`src/rtl/sarx_pkg.sv`:
```
package sarx_pkg;

   typedef enum logic [1:0] {
      FK_I2S  = 2'd0,
      FK_MSBJ = 2'd1,
      FK_LSBJ = 2'd2,
      FK_NONE = 2'd3
   } fmt_kind_e;

   localparam int LSBW_BITS = 5;

   typedef struct packed {
      fmt_kind_e              kind;
      logic [LSBW_BITS-1:0]   lsb_w;
   } fmt_sel_t;

   function automatic fmt_sel_t mk_fmt(fmt_kind_e k, int w);
      fmt_sel_t f;
      f.kind  = k;
      f.lsb_w = LSBW_BITS'(w);
      return f;
   endfunction

endpackage

```
`src/rtl/sarx_fmt_decode.sv`:
```
module sarx_fmt_decode
   import sarx_pkg::*;
(
   input  logic       strap_en,
   input  logic [2:0] fmt_code,
   input  logic [1:0] strap_code,
   output fmt_sel_t   sel
);

   always_comb begin
      sel = mk_fmt(FK_NONE, 0);
      if (strap_en) begin
         unique case (strap_code)
            2'b00: sel = mk_fmt(FK_I2S, 0);
            2'b01: sel = mk_fmt(FK_LSBJ, 16);
            2'b10: sel = mk_fmt(FK_LSBJ, 20);
            2'b11: sel = mk_fmt(FK_LSBJ, 24);
            default: sel = mk_fmt(FK_NONE, 0);
         endcase
      end else begin
         unique case (fmt_code)
            3'b000: sel = mk_fmt(FK_I2S, 0);
            3'b001: sel = mk_fmt(FK_LSBJ, 16);
            3'b010: sel = mk_fmt(FK_LSBJ, 18);
            3'b011: sel = mk_fmt(FK_LSBJ, 20);
            3'b100: sel = mk_fmt(FK_MSBJ, 0);
            3'b101: sel = mk_fmt(FK_LSBJ, 24);
            default: sel = mk_fmt(FK_NONE, 0);
         endcase
      end
   end

endmodule

```
`src/rtl/sarx_frame_ctrl.sv`:
```
module sarx_frame_ctrl
   import sarx_pkg::*;
#(
   parameter int SAMPLE_W = 24,
   parameter int HALF_MAX = 32,
   localparam int CNT_W   = $clog2(HALF_MAX) + 1
) (
   input  logic             clk,
   input  logic             rst_n,
   input  logic             ws,
   input  fmt_kind_e        kind,
   output logic             first_bit_o,
   output logic [CNT_W-1:0] idx_o,
   output logic             cap_left_o,
   output logic             cap_right_o,
   output logic             frame_valid_o
);

   logic             ws_q, ws_qq;
   logic [1:0]       hist;
   logic             seen, left_ok;
   logic [CNT_W-1:0] cnt;
   logic             is_i2s, fmt_ok;
   logic             eff_ws, eff_prev, first;

   assign is_i2s = (kind == FK_I2S);
   assign fmt_ok = (kind != FK_NONE);

   // I2S: word select leads the MSB by one bit, so use the delayed copy
   assign eff_ws   = is_i2s ? ~ws_q  : ws;
   assign eff_prev = is_i2s ? ~ws_qq : ws_q;
   assign first    = (eff_ws ^ eff_prev) & hist[1];

   assign first_bit_o = first;
   assign idx_o       = first ? '0 : cnt;
   assign cap_left_o  = first & seen & eff_prev & fmt_ok;
   assign cap_right_o = first & seen & ~eff_prev & fmt_ok & left_ok;

   always_ff @(posedge clk) begin
      if (!rst_n) begin
         ws_q          <= 1'b0;
         ws_qq         <= 1'b0;
         hist          <= '0;
         seen          <= 1'b0;
         left_ok       <= 1'b0;
         cnt           <= '0;
         frame_valid_o <= 1'b0;
      end else begin
         ws_q  <= ws;
         ws_qq <= ws_q;
         hist  <= {hist[0], 1'b1};
         if (first) begin
            seen <= 1'b1;
            cnt  <= CNT_W'(1);
         end else if (cnt != '1) begin
            cnt <= cnt + 1'b1;
         end
         if (cap_left_o)
            left_ok <= 1'b1;
         else if (first && !eff_prev)
            left_ok <= 1'b0;
         frame_valid_o <= cap_right_o;
      end
   end


   fv_pulse_chk: assert property (@(posedge clk) disable iff (!rst_n)
      frame_valid_o |=> !frame_valid_o);


   reserved_quiet_chk: assert property (@(posedge clk) disable iff (!rst_n)
      (kind == FK_NONE) |=> !frame_valid_o);

endmodule

```
`src/rtl/sarx_lane.sv`:
```
module sarx_lane
   import sarx_pkg::*;
#(
   parameter int SAMPLE_W = 24,
   parameter int HALF_MAX = 32,
   localparam int CNT_W   = $clog2(HALF_MAX) + 1
) (
   input  logic                 clk,
   input  logic                 rst_n,
   input  logic                 sd,
   input  logic                 first_bit,
   input  logic [CNT_W-1:0]     idx,
   input  fmt_kind_e            kind,
   input  logic [LSBW_BITS-1:0] lsb_w,
   input  logic                 cap_left,
   input  logic                 cap_right,
   output logic [SAMPLE_W-1:0]  left_o,
   output logic [SAMPLE_W-1:0]  right_o
);

   logic [SAMPLE_W-1:0] shreg;
   logic [SAMPLE_W-1:0] acc;
   logic [SAMPLE_W-1:0] left_stage;
   logic [SAMPLE_W-1:0] word;

   // right-aligned word: last lsb_w bits before the edge, moved to the top
   always_comb begin
      if (kind == FK_LSBJ)
         word = shreg << (SAMPLE_W - int'(lsb_w));
      else
         word = acc;
   end

   always_ff @(posedge clk) begin
      if (!rst_n) begin
         shreg      <= '0;
         acc        <= '0;
         left_stage <= '0;
         left_o     <= '0;
         right_o    <= '0;
      end else begin
         shreg <= {shreg[SAMPLE_W-2:0], sd};
         if (first_bit) begin
            acc <= {sd, {(SAMPLE_W-1){1'b0}}};
         end else begin
            for (int k = 0; k < SAMPLE_W; k++) begin
               if (int'(idx) == SAMPLE_W - 1 - k)
                  acc[k] <= sd;
            end
         end
         if (cap_left)
            left_stage <= word;
         if (cap_right) begin
            left_o  <= left_stage;
            right_o <= word;
         end
      end
   end


   lsb16_pad_chk: assert property (@(posedge clk) disable iff (!rst_n)
      (cap_right && kind == FK_LSBJ && lsb_w == LSBW_BITS'(16))
         |=> (right_o[SAMPLE_W-17:0] == '0));

endmodule

```
`src/rtl/serial_audio_rx.sv`:
```
module serial_audio_rx
   import sarx_pkg::*;
#(
   parameter int NUM_LINES = 3,
   parameter int SAMPLE_W  = 24,
   parameter int HALF_MAX  = 32
) (
   input  logic                            clk,
   input  logic                            rst_n,
   input  logic                            ws,
   input  logic [NUM_LINES-1:0]            sdata,
   input  logic                            strap_en,
   input  logic [2:0]                      fmt_code,
   input  logic [1:0]                      strap_code,
   output logic [NUM_LINES*2*SAMPLE_W-1:0] samples_o,
   output logic                            frame_valid_o
);

   localparam int CNT_W = $clog2(HALF_MAX) + 1;

   generate
      if (SAMPLE_W < 24) begin : g_chk_width
         $error("serial_audio_rx: SAMPLE_W must hold a 24-bit word");
      end
      if (HALF_MAX < SAMPLE_W) begin : g_chk_half
         $error("serial_audio_rx: HALF_MAX must be at least SAMPLE_W");
      end
      if (NUM_LINES < 1) begin : g_chk_lines
         $error("serial_audio_rx: NUM_LINES must be positive");
      end
   endgenerate

   fmt_sel_t          sel;
   logic              first_bit;
   logic [CNT_W-1:0]  idx;
   logic              cap_left, cap_right;

   sarx_fmt_decode u_decode (
      .strap_en   (strap_en),
      .fmt_code   (fmt_code),
      .strap_code (strap_code),
      .sel        (sel)
   );

   sarx_frame_ctrl #(
      .SAMPLE_W (SAMPLE_W),
      .HALF_MAX (HALF_MAX)
   ) u_ctrl (
      .clk           (clk),
      .rst_n         (rst_n),
      .ws            (ws),
      .kind          (sel.kind),
      .first_bit_o   (first_bit),
      .idx_o         (idx),
      .cap_left_o    (cap_left),
      .cap_right_o   (cap_right),
      .frame_valid_o (frame_valid_o)
   );

   for (genvar l = 0; l < NUM_LINES; l++) begin : g_line
      sarx_lane #(
         .SAMPLE_W (SAMPLE_W),
         .HALF_MAX (HALF_MAX)
      ) u_lane (
         .clk       (clk),
         .rst_n     (rst_n),
         .sd        (sdata[l]),
         .first_bit (first_bit),
         .idx       (idx),
         .kind      (sel.kind),
         .lsb_w     (sel.lsb_w),
         .cap_left  (cap_left),
         .cap_right (cap_right),
         .left_o    (samples_o[(2*l)*SAMPLE_W +: SAMPLE_W]),
         .right_o   (samples_o[(2*l+1)*SAMPLE_W +: SAMPLE_W])
      );
   end


   hold_out_chk: assert property (@(posedge clk) disable iff (!rst_n)
      !frame_valid_o |-> $stable(samples_o));

endmodule

```
`config.mk`:
```
export PLATFORM = sky130hd
export DESIGN_NAME = serial_audio_rx
export DESIGN_NICKNAME = d
export VERILOG_FILES = /design/src/rtl/sarx_pkg.sv /design/src/rtl/sarx_fmt_decode.sv /design/src/rtl/sarx_frame_ctrl.sv /design/src/rtl/sarx_lane.sv /design/src/rtl/serial_audio_rx.sv
export SDC_FILE = /design/constraint.sdc
export NUM_CORES = 1
export LEC_CHECK = 0
export BUFFER_PORTS_ARGS = -buffer_cell sky130_fd_sc_hd__buf_2
export CAP_MARGIN = 5
export CORE_AREA = 3 3 200 202
export DETAILED_ROUTE_END_ITERATION = 16
export DIE_AREA = 0 0 203 205
export GPL_ROUTABILITY_DRIVEN = 1
export GPL_TIMING_DRIVEN = 0
export HOLD_SLACK_MARGIN = 0.03
export PLACE_DENSITY = 0.57
export SYNTH_ARGS = -nofsm -noshare
export SYNTH_HDL_FRONTEND = slang
export SYNTH_SLANG_ARGS = --single-unit
```
`constraint.sdc`:
```
create_clock -name clk -period 7 [get_ports clk]
set_input_delay 0.35 -clock clk [delete_from_list [all_inputs] [get_ports clk]]
set_output_delay 0.35 -clock clk [all_outputs]
set_load 0.05 [all_outputs]
```
==> results of run 1 <==
## layout by cell type (no fill, tap or decap), types with 5 or more instances in the layout
cell type	n
dfxtp_1	373
nand2_1	302
buf_2	185
mux2i_1	132
clkbuf_1	115
nand3_1	109
a21oi_1	92
o21ai_0	91
and2_1	76
o22ai_1	46
a21boi_1	45
o21ai_1	42
nor2_1	42
clkbuf_16	40
a221o_1	35
a21boi_0	34
buf_1	24
o211a_1	24
a31oi_1	15
and3_1	15
a22oi_1	12
clkbuf_8	9
clkinv_2	8
a32o_1	6
a2bb2oi_1	6
a221oi_1	6
nor3_1	5
nor2b_1	5
## per-layer routing
layer	global-route usage	wire length, µm
met1	0.373	25700
met2	0.425	25500
met3	0.0539	4410
met4	0.101	2290
met5	0	13
## flip-flops by register name, summed over array words and instances, names as in the netlist, 2 cells and up
register / count
g_line.u_lane.acc: 72
g_line.u_lane.left_o: 72
g_line.u_lane.left_stage: 72
g_line.u_lane.right_o: 72
g_line.u_lane.shreg: 72
u_ctrl.cnt: 6
u_ctrl.hist: 2
## layout make-up
type                       instances  area share
sequential                       373       0.415
clock inverter                    10     0.00362
antenna                            1    0.000139
inverter                           6     0.00125
timing repair buffer             154      0.0431
clock buffer                      60      0.0648
multi-input combinational       1189       0.399
buffer                           163      0.0369
tap                              518      0.0360
## through the flow
step | power [mW] | util | cells | hold WS, ns | setup slack, ns
finish | 4.51 | 0.468 | 2474 | 0.0997 | 2.37
detailed placement | 2.54 | 0.435 | 2402 | 0.426 | 2.02
CTS | 4.53 | 0.467 | 2473 | 0.0753 | 2.58
global placement | 2.54 | 0.435 | 2402 | 0.422 | 2.02
floorplan | 2.39 | - | 1731 | 0.378 | 3.74
global route | 4.64 | 0.467 | 2473 | 0.0878 | 2.38
## power by group
group	total, mW	internal, mW	switching [mW]
Combinational	0.356	0.0893	0.267
Sequential	2.15	2.14	0.0133
Clock	2.01	1.15	0.859
Total	4.51	3.37	1.14
## worst min-delay path by stage
stage	start	endpoint	slack, ns
global placement	u_ctrl.hist[0]	u_ctrl.hist[1]	0.42
finish	ws	u_ctrl.ws_q	0.1
detailed placement	u_ctrl.hist[0]	u_ctrl.hist[1]	0.43
global route	ws	u_ctrl.ws_q	0.09
CTS	ws	u_ctrl.ws_q	0.08
floorplan	rst_n	u_ctrl.hist[0]	0.38
## worst register-to-register path: cells and delay by family, from the launching register on
family / cells / cell delay (ns)
and+or+nand+nor: 4 / 1.10
AOI/OAI and AO/OA: 2 / 0.74
buffers and inverters: 1 / 0.74
DFF: 1 / 0.42
## kinds of logic after synthesis
group / count (synthesis) / synth area share
AND/OR/NAND/NOR: 581 / 0.177
AO/OA/AOI/OAI: 472 / 0.202
flip-flops: 373 / 0.487
buffers and inverters: 169 / 0.0447
multiplexers: 132 / 0.0862
XOR/XNOR: 2 / 0.00114
adder cells (fa/ha/maj): 2 / 0.00163
==> flow_metrics.tcl, run 1 <==
set metrics [dict create \
    status "complete, no violations" \
    cp-start-kind "input pin" \
    ir_drop_uv 126 \
    fmax_ghz 0.216 \
    grt_max_degree 14 \
    regArea_um2 7470 \
    route.detailed.drc 0 \
    grt_pass1_vias 13200 \
    cts_repair_resize_count 0 \
    worstSetupPathType "input pin to register" \
    clk_pin_slew_worst_paths_ns 0.06 \
    worstMarginPinSlew_ns 1.16 \
    r2r_cells 7 \
    syn-num-nets 1745 \
    path_depth 13 \
    worstPathArrival_ns 5.01 \
    coreArea_um2 38500 \
    crit_required_ns 7.38 \
    reg2reg_from "u_ctrl.ws_q" \
    rsz0062_at_grt "no" \
    synthTopCellsByCount "373 x dfxtp_1, 302 x nand2_1, 132 x mux2i_1" \
    pin_count 157 \
    clock_path_buffers 3 \
    antenna_found_initial 2 \
    post-route-cell-area_um2 18000 \
    overflow 0 \
    postCtsSetupRepairBufs 0 \
    hold_viol 0 \
    wl_um 57900 \
    vias 13800 \
    cts_tree "built" \
    crit_path_end "g_line[0].u_lane.left_stage[23]" \
    setup_violations 0 \
    root_buffer "clkbuf_16" \
    endpoint_kind "register" \
    fin_worst_skew_ns 0.0198 \
    hold_class "input pin to register" \
    min_path_cells 2 \
    clk_latency_ns 0.55 \
    hpwl_um 45300 \
    grt_pass1_wl_um 85000 \
    synth_most_common_cell "dfxtp_1" \
    period_share 0.661 \
    postSynthAreaPerCell_um2 8.85 \
    yosysTopAreaCell "dfxtp_1" \
    async_reset_ff_frac 0 \
    ys.flop_type "dfxtp_1" \
    placedInstanceArea_um2 16700 \
    die-area_um2 41600 \
    gp_congestion 0.956 \
    yosysWarnings 0 \
    synthToLayoutAreaGrowth_pct 17.3 \
    path_cells "buf_2 > buf_2 > nor4b_2 > buf_4 > inv_2 > clkbuf_1 > ha_1 > clkbuf_1 > buf_1 > clkbuf_1 > a221oi_1 > a221oi_1 > o22ai_1" \
    cellPowerDensity_nw_per_um2 251 \
    drive_gt1_frac 0.134 \
    drt_iter0_drc 1447 \
    relSlewSlack 0.228 \
    synth_cell_types 60 \
    cp_common_cell "clkbuf_1" \
    crit_buf_inv 8 \
    crit_slowest_cell "a221oi_1" \
    synthCells 1731 \
    numPortBuffers 153 \
    rrSetupSlack_ns 3.93 \
    detail_route.first_pass.iterations 6 \
    max-cap-violations 0 \
    hold_buffers 1 \
    power_leakage_nw 7.05 \
    ys_seq_area_frac 0.487 \
    yosys-top-cells-area "dfxtp_1 49%, mux2i_1 8.6%, nand2_1 7.4%" \
    max_stage_delay_ns 0.95 \
    worstReg2RegEnd "g_line[0].u_lane.left_o[21]" \
    crit_start "strap_en" \
    nNetsFinal 1940 \
    die_h_um 205 \
    num-fill-cells 3867 \
    cts_buffers 39 \
    grt_util_all_layers 0.272 \
    multi_input_area_um2 7170 \
    rows 72 \
    initial_core_util 0.398 \
    routedWlPerCell_um 23.4 \
    ys_ff_latch 373 \
    synth_top_area_share 0.487 \
    die_w_um 203 \
    cts-htree-levels 2 \
    antenna_left 0 \
    crit_family "buffers and inverters" \
    slew_violations 0 \
    synth_edf_count 0 \
    clock_sinks 373 \
    synth_area_um2 15300 \
    path_max_fanout 10 \
    via_per_inst 5.58 \
    tns_ns 0 \
    finalCriticalPeriod_ns 4.63 \
]
(Power assumes the default switching activity.)
==> inputs of run 2 (changes only) <==
Clock period 7 ns to 4.75 ns, I/O delays scaled along.
==> run 2 against run 1 <==
Against the previous run:
- clock power increased by 47%
- critical path depth unchanged
- worst hold slack better by 0.020 ns
- total power is 47% higher
- cell area barely moved
- sequential power grew 47%
- combinational power rose by 48%
==> flow_metrics.tcl, run 2 (same netlist as run 1, synthesis figures left out) <==
set metrics [dict create \
    status "complete, no violations" \
    grt_util_all_layers 0.272 \
    grt_pass1_wl_um 85000 \
    clk_latency_ns 0.55 \
    route.detailed.drc 0 \
    die_h_um 205 \
    worstSetupPathType "input pin to register" \
    drive_gt1_frac 0.133 \
    antenna_found_initial 2 \
    drt_iter0_drc 1396 \
    hold_viol 0 \
    synthToLayoutAreaGrowth_pct 17.4 \
    setup_violations 0 \
    cp-start-kind "input pin" \
    worstMarginPinSlew_ns 1.10 \
    period_share 0.931 \
    hold_class "input pin to register" \
    tns_ns 0 \
    rows 72 \
    fmax_ghz 0.226 \
    ir_drop_uv 186 \
    cp_common_cell "clkbuf_1" \
    clock_sinks 373 \
    clk_pin_slew_worst_paths_ns 0.06 \
    p_switching_mw 1.68 \
    cts_tree "built" \
    path_max_fanout 10 \
    final_cells 2474 \
    power_frac_comb 0.079 \
    grt_pass1_vias 13200 \
    power_leakage_nw 7.05 \
    max-cap-violations 0 \
    fin_worst_skew_ns 0.0204 \
    cts_buffers 39 \
    max_stage_delay_ns 0.90 \
    rsz0062_at_grt "no" \
    layout_common_cells "373 x dfxtp_1, 302 x nand2_1, 185 x buf_2, 132 x mux2i_1, 115 x clkbuf_1" \
    n_antenna_cell 0 \
    seqPwrFrac 0.476 \
    endpoint_kind "register" \
    worstPathArrival_ns 4.81 \
    p_int_mw 4.97 \
    nNetsFinal 1941 \
    antenna_left 0 \
    pin_count 157 \
    relSlewSlack 0.270 \
    dp_cells 2402 \
    die-area_um2 41600 \
    slew_violations 0 \
    clockPowerShare 0.445 \
    crit_slowest_cell "a221oi_1" \
    placedInstanceArea_um2 16700 \
    root_buffer "clkbuf_16" \
    die_w_um 203 \
    hpwl_um 45300 \
    routedWlPerCell_um 23.5 \
    post-route-cell-area_um2 18000 \
    via_per_inst 5.60 \
    gp_congestion 0.956 \
    initial_core_util 0.398 \
    vias 13900 \
    cts-htree-levels 2 \
    final_common_cell "dfxtp_1" \
    wl_um 58100 \
    clock_path_buffers 3 \
    coreArea_um2 38500 \
    path_cells "buf_2 > buf_2 > nor4b_2 > buf_4 > inv_2 > clkbuf_1 > ha_1 > clkbuf_1 > buf_1 > clkbuf_1 > a221oi_1 > a221oi_1 > o22ai_1" \
    p_sw_frac 0.253 \
    numPortBuffers 153 \
    grt_max_degree 14 \
    cellPowerDensity_nw_per_um2 370 \
    overflow 0 \
    detail_route.first_pass.iterations 5 \
    cts_repair_resize_count 0 \
    finalCriticalPeriod_ns 4.42 \
    crit_required_ns 5.14 \
]
run 2: cell type report:
class                      count  area [µm²]
multi-input combinational   1189        7170
clock inverter                10        65.1
clock buffer                  60        1170
fill                        3867       20500
sequential                   373        7470
tap                          518         648
buffer                       163         663
inverter                       6        22.5
timing repair buffer         155         786
run 2: worst max-delay path, delay by kind of cell:
family	cells	cell delay (ns)
AND/OR/NAND/NOR	1	0.35
adder cells (fa/ha/maj)	1	0.41
AO/OA/AOI/OAI	3	1.30
buffers and inverters	8	2.50
run 2: routing by layer:
metal / track usage / vias to the layer above / routed length, µm
met2: 0.425 / 554 / 25600
met4: 0.101 / 2 / 2250
met5: 0 / - / 7
li1: - / 6504 / -
met1: 0.373 / 6692 / 25800
met3: 0.0539 / 105 / 4470
run 2: final timing paths:
path / slack [ns] / to / from / depth (start not counted)
worst max-delay path: 0.33 / g_line[0].u_lane.left_stage[23] / strap_en / 13
worst min-delay path: 0.12 / g_line[2].u_lane.acc[22] / sdata[2] / 3
worst max register to register: 1.66 / g_line[0].u_lane.left_o[22] / u_ctrl.ws_q / 7
worst min register to register: 0.44 / u_ctrl.hist[1] / u_ctrl.hist[0] / 1
run 2: power groups by stage:
stage	registers, mW	clock network, mW	logic (mW)
3_5_place_dp	3.23	0	0.506
6_report	3.17	2.96	0.526
2_1_floorplan	3.22	0	0.305
5_1_grt	3.17	3.12	0.551
3_3_place_gp	3.23	0	0.504
4_1_cts	3.16	3.01	0.508
run 2: stage by stage:
stage                     worst slack (ns)  hold WS [ns]  power [mW]   util
after CTS                            0.438         0.103        6.68  0.468
after global placement              -0.116         0.387        3.74  0.435
final                                0.327         0.119        6.65  0.468
after detailed placement            -0.115         0.390        3.74  0.435
after floorplan                       1.60         0.265        3.53      -
after global routing                 0.241         0.139        6.84  0.468
run 2: what timing repair did:
item,in CTS,in global routing
setup endpoints to repair,0,0
hold endpoints to repair,2,0
buffers inserted,0,0
hold buffers,2,0
